===== src/rtl/fcf_pkg.sv =====
package fcf_pkg;
  parameter int EXP_W = 15;
  parameter int SIG_W = 64;
  localparam int FP_W = 1 + EXP_W + SIG_W;

  typedef struct packed {
    logic             sign;
    logic [EXP_W-1:0] exp;
    logic [SIG_W-1:0] sig;
  } fp_t;

  typedef struct packed {
    logic zero;
    logic qnan;
    logic snan;
    logic unsup;
  } fp_class_t;

  typedef enum logic [1:0] {CMP_GT, CMP_LT, CMP_EQ, CMP_UN} cmp_e;

  localparam logic [7:0] OP_NOPOP = 8'hDB;
  localparam logic [7:0] OP_POP   = 8'hDF;
  localparam logic [4:0] SEL_SIG  = 5'b11110;
  localparam logic [4:0] SEL_QUI  = 5'b11101;

  function automatic logic [2:0] cmp_to_flags(cmp_e c);
    case (c)
      CMP_GT:  return 3'b000;
      CMP_LT:  return 3'b001;
      CMP_EQ:  return 3'b100;
      default: return 3'b111;
    endcase
  endfunction
endpackage


===== src/rtl/fcf_decode.sv =====
module fcf_decode
  import fcf_pkg::*;
(
  input  logic [15:0] opcode_i,
  output logic        legal_o,
  output logic        quiet_o,
  output logic        pop_var_o,
  output logic [2:0]  idx_o
);
  logic first_ok, sel_sig, sel_qui;

  always_comb begin
    first_ok  = (opcode_i[15:8] == OP_NOPOP) || (opcode_i[15:8] == OP_POP);
    sel_sig   = opcode_i[7:3] == SEL_SIG;
    sel_qui   = opcode_i[7:3] == SEL_QUI;
    legal_o   = first_ok && (sel_sig || sel_qui);
    quiet_o   = sel_qui;
    pop_var_o = opcode_i[15:8] == OP_POP;
    idx_o     = opcode_i[2:0];
  end
endmodule


===== src/rtl/fcf_classify.sv =====
module fcf_classify
  import fcf_pkg::*;
(
  input  fp_t       op_i,
  output fp_class_t cls_o
);
  localparam logic [EXP_W-1:0] EXP_MAX = '1;

  logic exp_zero, exp_max, int_bit, frac_nz, quiet_bit;

  always_comb begin
    exp_zero  = op_i.exp == '0;
    exp_max   = op_i.exp == EXP_MAX;
    int_bit   = op_i.sig[SIG_W-1];
    frac_nz   = |op_i.sig[SIG_W-2:0];
    quiet_bit = op_i.sig[SIG_W-2];
    cls_o.zero  = exp_zero && !int_bit && !frac_nz;
    // nonzero exponent without explicit integer bit (incl. max exponent)
    cls_o.unsup = !exp_zero && !int_bit;
    cls_o.qnan  = exp_max && int_bit && frac_nz && quiet_bit;
    cls_o.snan  = exp_max && int_bit && frac_nz && !quiet_bit;
  end
endmodule


===== src/rtl/fcf_order.sv =====
module fcf_order
  import fcf_pkg::*;
(
  input  fp_t       a_i,
  input  fp_t       b_i,
  input  fp_class_t a_cls_i,
  input  fp_class_t b_cls_i,
  output cmp_e      res_o
);
  localparam int MAG_W = EXP_W + SIG_W;

  logic [MAG_W-1:0] a_mag, b_mag;
  logic mag_gt, mag_lt;

  always_comb begin
    a_mag  = {a_i.exp, a_i.sig};
    b_mag  = {b_i.exp, b_i.sig};
    mag_gt = a_mag > b_mag;
    mag_lt = a_mag < b_mag;
    if (a_cls_i.zero && b_cls_i.zero) begin
      res_o = CMP_EQ;
    end else if (a_i.sign != b_i.sign) begin
      res_o = a_i.sign ? CMP_LT : CMP_GT;
    end else if (!mag_gt && !mag_lt) begin
      res_o = CMP_EQ;
    end else if (mag_gt ^ a_i.sign) begin
      res_o = CMP_GT;
    end else begin
      res_o = CMP_LT;
    end
  end
endmodule


===== src/rtl/fcf_unit.sv =====
module fcf_unit
  import fcf_pkg::*;
(
  input  logic            clk_i,
  input  logic            rst_ni,
  input  logic            start_i,
  input  logic [15:0]     opcode_i,
  output logic [2:0]      src_idx_o,
  input  logic [FP_W-1:0] top_i,
  input  logic [FP_W-1:0] sti_i,
  input  logic            top_empty_i,
  input  logic            sti_empty_i,
  input  logic            inv_mask_i,
  output logic            done_o,
  output logic [2:0]      flags_o,
  output logic            invalid_o,
  output logic            c1_clr_o,
  output logic            pop_o
);
  localparam int N_OPS = 2;

  logic legal, quiet, pop_var;
  fp_t       ops [N_OPS];
  fp_class_t cls [N_OPS];
  logic [N_OPS-1:0] any_nan, hard_inv, quiet_nan;
  cmp_e ord_res;
  logic underflow, unordered, inv_nxt, pop_nxt;
  logic [2:0] flags_nxt;

  fcf_decode u_dec (
    .opcode_i (opcode_i),
    .legal_o  (legal),
    .quiet_o  (quiet),
    .pop_var_o(pop_var),
    .idx_o    (src_idx_o)
  );

  assign ops[0] = fp_t'(top_i);
  assign ops[1] = fp_t'(sti_i);

  for (genvar g = 0; g < N_OPS; g++) begin : g_cls
    fcf_classify u_cls (
      .op_i (ops[g]),
      .cls_o(cls[g])
    );
    assign any_nan[g]   = cls[g].qnan || cls[g].snan;
    assign quiet_nan[g] = cls[g].qnan;
    assign hard_inv[g]  = cls[g].snan || cls[g].unsup;
  end

  fcf_order u_ord (
    .a_i    (ops[0]),
    .b_i    (ops[1]),
    .a_cls_i(cls[0]),
    .b_cls_i(cls[1]),
    .res_o  (ord_res)
  );

  always_comb begin
    underflow = top_empty_i || sti_empty_i;
    unordered = underflow || (|any_nan) || cls[0].unsup || cls[1].unsup;
    inv_nxt   = underflow || (|hard_inv) || (!quiet && (|quiet_nan));
    flags_nxt = unordered ? cmp_to_flags(CMP_UN) : cmp_to_flags(ord_res);
    pop_nxt   = pop_var && !(inv_nxt && !inv_mask_i);
  end

  always_ff @(posedge clk_i or negedge rst_ni) begin
    if (!rst_ni) begin
      done_o    <= 1'b0;
      flags_o   <= 3'b000;
      invalid_o <= 1'b0;
      c1_clr_o  <= 1'b0;
      pop_o     <= 1'b0;
    end else begin
      done_o <= start_i && legal;
      pop_o  <= start_i && legal && pop_nxt;
      if (start_i && legal) begin
        flags_o   <= flags_nxt;
        invalid_o <= inv_nxt;
        c1_clr_o  <= underflow;
      end
    end
  end
endmodule


===== config.mk =====
export PLATFORM = sky130hd
export DESIGN_NAME = fcf_unit
export DESIGN_NICKNAME = d
export VERILOG_FILES = /design/src/rtl/fcf_pkg.sv /design/src/rtl/fcf_decode.sv /design/src/rtl/fcf_classify.sv /design/src/rtl/fcf_order.sv /design/src/rtl/fcf_unit.sv
export SDC_FILE = /design/constraint.sdc
export NUM_CORES = 1
export LEC_CHECK = 0
export ABC_CLOCK_PERIOD_IN_PS = 800
export BUFFER_PORTS_ARGS = -buffer_cell sky130_fd_sc_hd__buf_2
export CORE_MARGIN = 2
export CORE_UTILIZATION = 43
export DETAILED_ROUTE_END_ITERATION = 8
export PLACE_DENSITY = 0.8
export SLEW_MARGIN = 5
export SYNTH_ARGS = -nofsm -noshare
export SYNTH_HDL_FRONTEND = slang
export SYNTH_SLANG_ARGS = --single-unit

===== constraint.sdc =====
create_clock -name clk_i -period 0.8 [get_ports clk_i]
set_input_delay 0.16 -clock clk_i [delete_from_list [all_inputs] [get_ports clk_i]]
set_output_delay 0.16 -clock clk_i [all_outputs]
set_load 0.01 [all_outputs]

* Word level (Yosys, flattened, before mapping)
Cells that the tools add are included.
** Storage, ports and cells
- Input bits :: 182
- Output and inout port bits :: 10
- Memories kept :: 0
- Bits in registers :: 7
- Bits in read-only memories :: 0
- Bits in latches :: 0
- Logic and storage cells :: 79
- RAM bits :: 0
** Operators by class
- Reductions and logical operators :: 55
- Shift-type cells :: 0
- Add/subtract/negate cells :: 0
- Eq/ne operators :: 9
- Divide/modulo/power cells :: 0
- Bitwise operators :: 1
- Order comparisons :: 2
- Muxes and demuxes :: 7
- Multipliers :: 0
** Operators by type and width (count)
- $reduce_or 63->1 :: 2
- $gt 79x79->1 :: 1
- $lt 79x79->1 :: 1
- $eq 15x15->1 const B :: 2
- $logic_not 15->1 :: 2
- $logic_and 1x1->1 :: 22
- $eq 8x8->1 const B :: 2
- $logic_not 1->1 :: 13
- $logic_or 1x1->1 :: 12
- $eq 5x5->1 const B :: 2
- $pmux 3 s3 :: 1
- $mux 2 :: 3
- $reduce_or 2->1 :: 3
- $mux 3 :: 1
- $eq 2x1->1 const B :: 1
- $eq 2x2->1 const B :: 1
- $logic_not 2->1 :: 1
- $mux 1 :: 2
- $ne 1x1->1 :: 1
- $xor 1x1->1 :: 1

* Depth between registers and ports, before layout
- Depth in word-level cells :: 12
- Gate-level depth with buffers :: 11
- Depth with buffers taken out :: 11

* By module
From an unflattened synthesis, not the netlist that was laid out.
** Second synthesis, totals
- Cell total of the unflattened synthesis :: 402
- Area, all modules :: 2974.1 um^2
** By module, submodules not included
- fcf_order :: area each 2072.0 um^2, instances 1, cells an instance 293, sequential area each 0.0 um^2
- fcf_classify :: area each 249.0 um^2, instances 2, cells an instance 35, sequential area each 0.0 um^2
- fcf_unit :: area each 310.3 um^2, instances 1, cells an instance 28, sequential area each 175.2 um^2
- fcf_decode :: area each 93.8 um^2, instances 1, cells an instance 11, sequential area each 0.0 um^2

* Worst setup path before layout
Ideal clock, no wire load.
- Path type :: input-to-reg
- Start :: input sti_i[57]
- End :: register flags_o[1]
- Setup slack :: -1570 ps
- Data required time :: 676 ps
- Data arrival time :: 2246 ps
- Cell stages on the path :: 11
- Buffers on the path :: 0
- Setup time :: 124 ps
- Path through :: inv_1 -> ha_1 -> nand4_1 -> or4_1 -> or4_1 -> nor2_1 -> a211oi_1 -> and3_4 -> o21a_1 -> a21oi_2 -> nor3_2
** Between the ends
- Cells in the longest elaborated chain, start to end :: 9
- Elaborated cells on any way between the ends :: 27
- Classes of those cells :: order compare (2); eq/ne (2); mux (6); bitwise (1); reduce/logical (16)
** RTL lines
- start, declared :: line fcf_unit.sv:10 : input logic [FP_W-1:0] sti_i,
- $gt 79x79->1, or another cell as far along :: line fcf_order.sv:18 : mag_gt = a_mag > b_mag;
- $xor 1x1->1, or another cell as far along :: line fcf_order.sv:26 : end else if (mag_gt ^ a_i.sign) begin
- $mux 1, or another cell as far along :: line fcf_order.sv:26
- $mux 2 / $logic_or 1x1->1 (equally long branches) :: line fcf_order.sv:24, fcf_unit.sv:46
- $mux 2 / $reduce_or 2->1 (equally long branches) :: line fcf_order.sv:22, fcf_unit.sv:61
- $mux 2 / $logic_or 1x1->1 (equally long branches) :: line fcf_order.sv:20, fcf_unit.sv:61
- $eq 2x2->1, or another cell as far along :: line fcf_pkg.sv:27 : case (c)
- $pmux 3 s3 / $logic_or 1x1->1 (equally long branches) :: line fcf_pkg.sv:27, fcf_unit.sv:61
- $mux 3 * :: line fcf_unit.sv:63 : flags_nxt = unordered ? cmp_to_flags(CMP_UN) : cmp_to_flags(ord_res);
- end signal, assigned :: line fcf_unit.sv:78 : flags_o <= flags_nxt;
- end, declared :: line fcf_unit.sv:15 : output logic [2:0] flags_o,
Every way passes the cells marked *; elsewhere a longest branch is shown, timed or not.
A chain may end at the register's enable or synchronous reset.

* Worst setup path after layout
- Start :: input sti_i[53]
- End :: register flags_o[0]
The elaborated chain is that of the path after synthesis.

==> results by stage <==
Drt:
- After the first detailed-routing iteration, the DRC count stood at 246.
- The detailed-route vias per instance is 5.57.
- In the routed design, unresolved DRC markers number 0.
- The routed design has 12900 um of wire.
- The post-detailed-route count of antenna-violating nets is 0.
- The pre-antenna-repair detailed-routing pass consisted of 6 iterations.
- The overall via count from detail_route is 4387.
- The wire length per cell after detailed routing is 16.4 um.

Final layout:
- The number of nets in the final layout is 972.
- The final standard cell count with taps included and fillers excluded is 787.
- The multi-input combinational cell area is 0.00262 sq mm.
- The synthesis-to-layout area growth is 89.5%.
- The share of final-layout standard cells stronger than drive strength 1 is 52.7%.
- The number of diodes added for antenna fixing is 0.
- In the layout the commonest cells are 166 x sky130_fd_sc_hd__buf_2, 133 x sky130_fd_sc_hd__buf_4, 72 x sky130_fd_sc_hd__inv_1.
- Across the whole layout, storage elements account for 175 sq um.
- The library cell used most frequently in the layout, excluding fill and tap cells, is sky130_fd_sc_hd__buf_2.
- The filler cells instantiated in the layout total 395.

Place:
- The number of placed instances, taps included, is 770.
- The final HPWL from detailed placement is 10600 um.
- The count of buffers added on input and output ports is 185.
- The routability congestion estimate is 0.954.

Floorplanning:
- The number of placed I/O pins is 192.
- The floorplan step defined a core boundary enclosing 0.00635 sq mm.
- The row count is 29.
- The floorplan die height is 84.9 um.
- The floorplan die width is 84.9 um.
- The floorplan step defined a die boundary enclosing 0.00721 sq mm.
- For this configuration, the core starts out at a cell density of 44.4%.

Critical path:
- In this run the critical register-to-register path is launched from flags_o[1].
- The worst setup path is captured at a flop.
- The category of the critical setup timing path is in -> reg.
- The top fanout value on the critical path is 2.
- The required time of the worst setup path is 0.92 ns.
- The beginning of the critical path is sti_i[53].
- The kind of start point of the critical path is a primary input.
- At the worst endpoint, the arrival time is 2.45 ns.

Power and ir drop:
- The net switching power figure is 1260 uW.
- IR analysis of the VDD net gives a maximum drop of 496 uV.
- Power spread over the standard cell area amounts to 616 mW/mm^2.
- In this run, flip-flops and latches consume 11.0% of the power.
- The internal power of the cells totals 2020 uW.
- The clock share of power is 15.3%.
- The leakage component of the power is 0.00298 uW.
- The net switching fraction of the power is 38.5%.
- The combinational power share is 73.6%.

Yosys:
- The share of synthesized flip-flops with an asynchronous set or reset is 100%.
- The area of the mapped netlist is 0.00282 sq mm.
- The cell taking the most area after synthesis is sky130_fd_sc_hd__ha_1.
- The sequential-to-total area share from yosys stat is 6.22%.
- After synthesis, the cell types taking the most area are sky130_fd_sc_hd__ha_1 35%, sky130_fd_sc_hd__inv_1 11%, sky130_fd_sc_hd__nor4_1 9.3%.
- The total of warnings raised by yosys is 0.
- The number of flops mapped to enable cells by yosys is 0.
- The synthesized flop and latch total is 7.
- The count of unique library cells instantiated by Yosys is 40.
- Among all flip-flop cells after synthesis, the most frequent one is sky130_fd_sc_hd__dfrtp_1.
- The average size of a mapped cell is 7.22 sq um.
- After technology mapping, the gate count stands at 390.
- Of the post-synthesis cell area, the dominant cell type holds 35.1%.
- The number of nets handed over by synthesis was 651.

GRT:
- The first-pass GRT wire length is 19800 um.
- The overflow left after global routing is 0.
- The overall track demand over capacity in global routing is 33.7%.
- The number of global-route vias before repair came to 4490.
- The initial antenna violation count came to 0.
- The maximum number of pins on one net before global-route repair is 10.

Timing:
- The worst pin sits at a relative slew slack of 71.0%.
- Once routing completed, OpenROAD measured the worst setup slack at -1.53 ns.
- The total setup violations reported at the end of the flow is 14.
- The slew at the pin closest to its max-slew limit is 0.431 ns.
- Static timing analysis puts the maximum clock frequency at 429 MHz.
- The final hold violation count is 0.
- After layout, the minimum clock period comes to 2.33 ns.
- The clock skew after layout is 0 ns.
- Dividing the final minimum period by the clock period gives 291%.
- The final number of max-transition violations is 0.
- Setup repair after global routing could not meet its margin everywhere.
- Hold timing on the final database bottoms out at a slack of 0.206 ns.

Hold path:
- The worst hold path class is in -> reg.
- The worst hold path begins at inv_mask_i.

Clocking:
- The clock transition at the registers of the reported paths is 0.04 ns.
- The clock root buffer is sky130_fd_sc_hd__clkbuf_8.
- The maximum number of buffers from clock root to sink is 2.
- The number of clock buffers added by TritonCTS is 3.
- The clock net in this run drives a total of 7 sinks.
- TritonCTS built the clock tree.
- In this run the number of H-tree levels came out at 1.
- The clock insertion delay at the later pin of the skew report is 0.23 ns.

Job:
- Across the run, the number of max-cap violations was 0.

Status:
- The run finished, with violations left.
- The checks that failed: negative setup slack.
## critical path: stages
cell and delay [ns]:
sky130_fd_sc_hd__buf_6 0.07, sky130_fd_sc_hd__inv_2 0.04, sky130_fd_sc_hd__ha_4 0.25, sky130_fd_sc_hd__nand4_1 0.14
sky130_fd_sc_hd__or4_1 0.53, sky130_fd_sc_hd__or4_4 0.45, sky130_fd_sc_hd__o21bai_4 0.19, sky130_fd_sc_hd__and3_4 0.18
sky130_fd_sc_hd__o21a_1 0.19, sky130_fd_sc_hd__a21oi_2 0.17, sky130_fd_sc_hd__nor2_1 0.07
## cell usage after synthesis (3+ instances only)
cell                        n
sky130_fd_sc_hd__a211oi_1   3
sky130_fd_sc_hd__dfrtp_1    7
sky130_fd_sc_hd__ha_1      79
sky130_fd_sc_hd__o21ai_0    8
sky130_fd_sc_hd__a21oi_1   31
sky130_fd_sc_hd__nand4_1   36
sky130_fd_sc_hd__nor4_1    42
sky130_fd_sc_hd__nand3_1   12
sky130_fd_sc_hd__a31oi_1    3
sky130_fd_sc_hd__buf_4      3
sky130_fd_sc_hd__a21o_1    14
sky130_fd_sc_hd__nor2_1    14
sky130_fd_sc_hd__nand2_1   14
sky130_fd_sc_hd__nor3_1     9
sky130_fd_sc_hd__inv_1     82
## layer usage
metal	share of wire, %	global-route usage [%]	routed length (um)	vias up
met5	0	0	0	-
met4	4.4	14.6	574	0
met3	6.0	2.92	770	56
met2	52	65.1	6760	233
met1	37	37.0	4800	1990
li1	-	-	-	2108
## power by group through the flow
stage          sequential, uW  clock, uW  combinational (uW)
5_1_grt                   363        512                2650
6_report                  363        503                2420
3_5_place_dp              367          0                2170
2_1_floorplan             369          0                 832
3_3_place_gp              366          0                2060
4_1_cts                   362        499                2320
## worst paths after layout
path | endpoint | slack [ns] | cells past startpoint
max in group asynchronous | c1_clr_o | 0.35 | 2
max reg2reg | flags_o[1] | -0.03 | 3
max | flags_o[0] | -1.53 | 11
min in group asynchronous | flags_o[2] | 0.30 | 2
min | pop_o | 0.21 | 3
min reg2reg | c1_clr_o | 0.54 | 2
## sequential cells by signal (all words and copies together) (netlist names)
name,count
invalid_o,1
pop_o,1
flags_o,3
done_o,1
c1_clr_o,1
## through the flow
step | TNS (ns) | power (uW) | util, % | setup slack, ns | instance area (sq um)
after CTS | -7.08 | 3180 | 82.4 | -1.49 | 5240
after detailed placement | -8.79 | 2530 | 77.1 | -1.84 | 4890
final | -7.33 | 3290 | 84.0 | -1.53 | 5340
after global routing | -7.98 | 3530 | 84.0 | -1.62 | 5340
after global placement | -8.54 | 2430 | 77.1 | -1.78 | 4890
after floorplan | -5.81 | 1200 | - | -1.52 | 2990
## final cells by class
class                   count  area share [%]
multi-input cells         298            49.1
repair buffers            319            38.7
inverters                  82            6.24
flip-flops and latches      7            3.28
well taps                  77            1.81
clock buffers               4           0.844
## kinds of logic (layout without fill, tap and decap cells)
logic type | Yosys count | count (layout) | synth area share, %
AO/OA/AOI/OAI | 74 | 74 | 16.9
XOR/XNOR | 2 | 2 | 0.622
adder cells (fa/ha/maj) | 79 | 79 | 35.1
buffers and inverters | 85 | 405 | 11.7
flip-flops | 7 | 7 | 6.22
AND/OR/NAND/NOR | 143 | 143 | 29.5
## timing repair
action | 4_1_cts | 5_1_grt
hold buffers | 1 | 0
gates resized for setup | 40 | 16
setup endpoints to repair | 13 | 14
hold endpoints to repair | 7 | 0
buffers inserted | 9 | 3
pin swaps | 14 | 6
(Power assumes the default switching activity.)
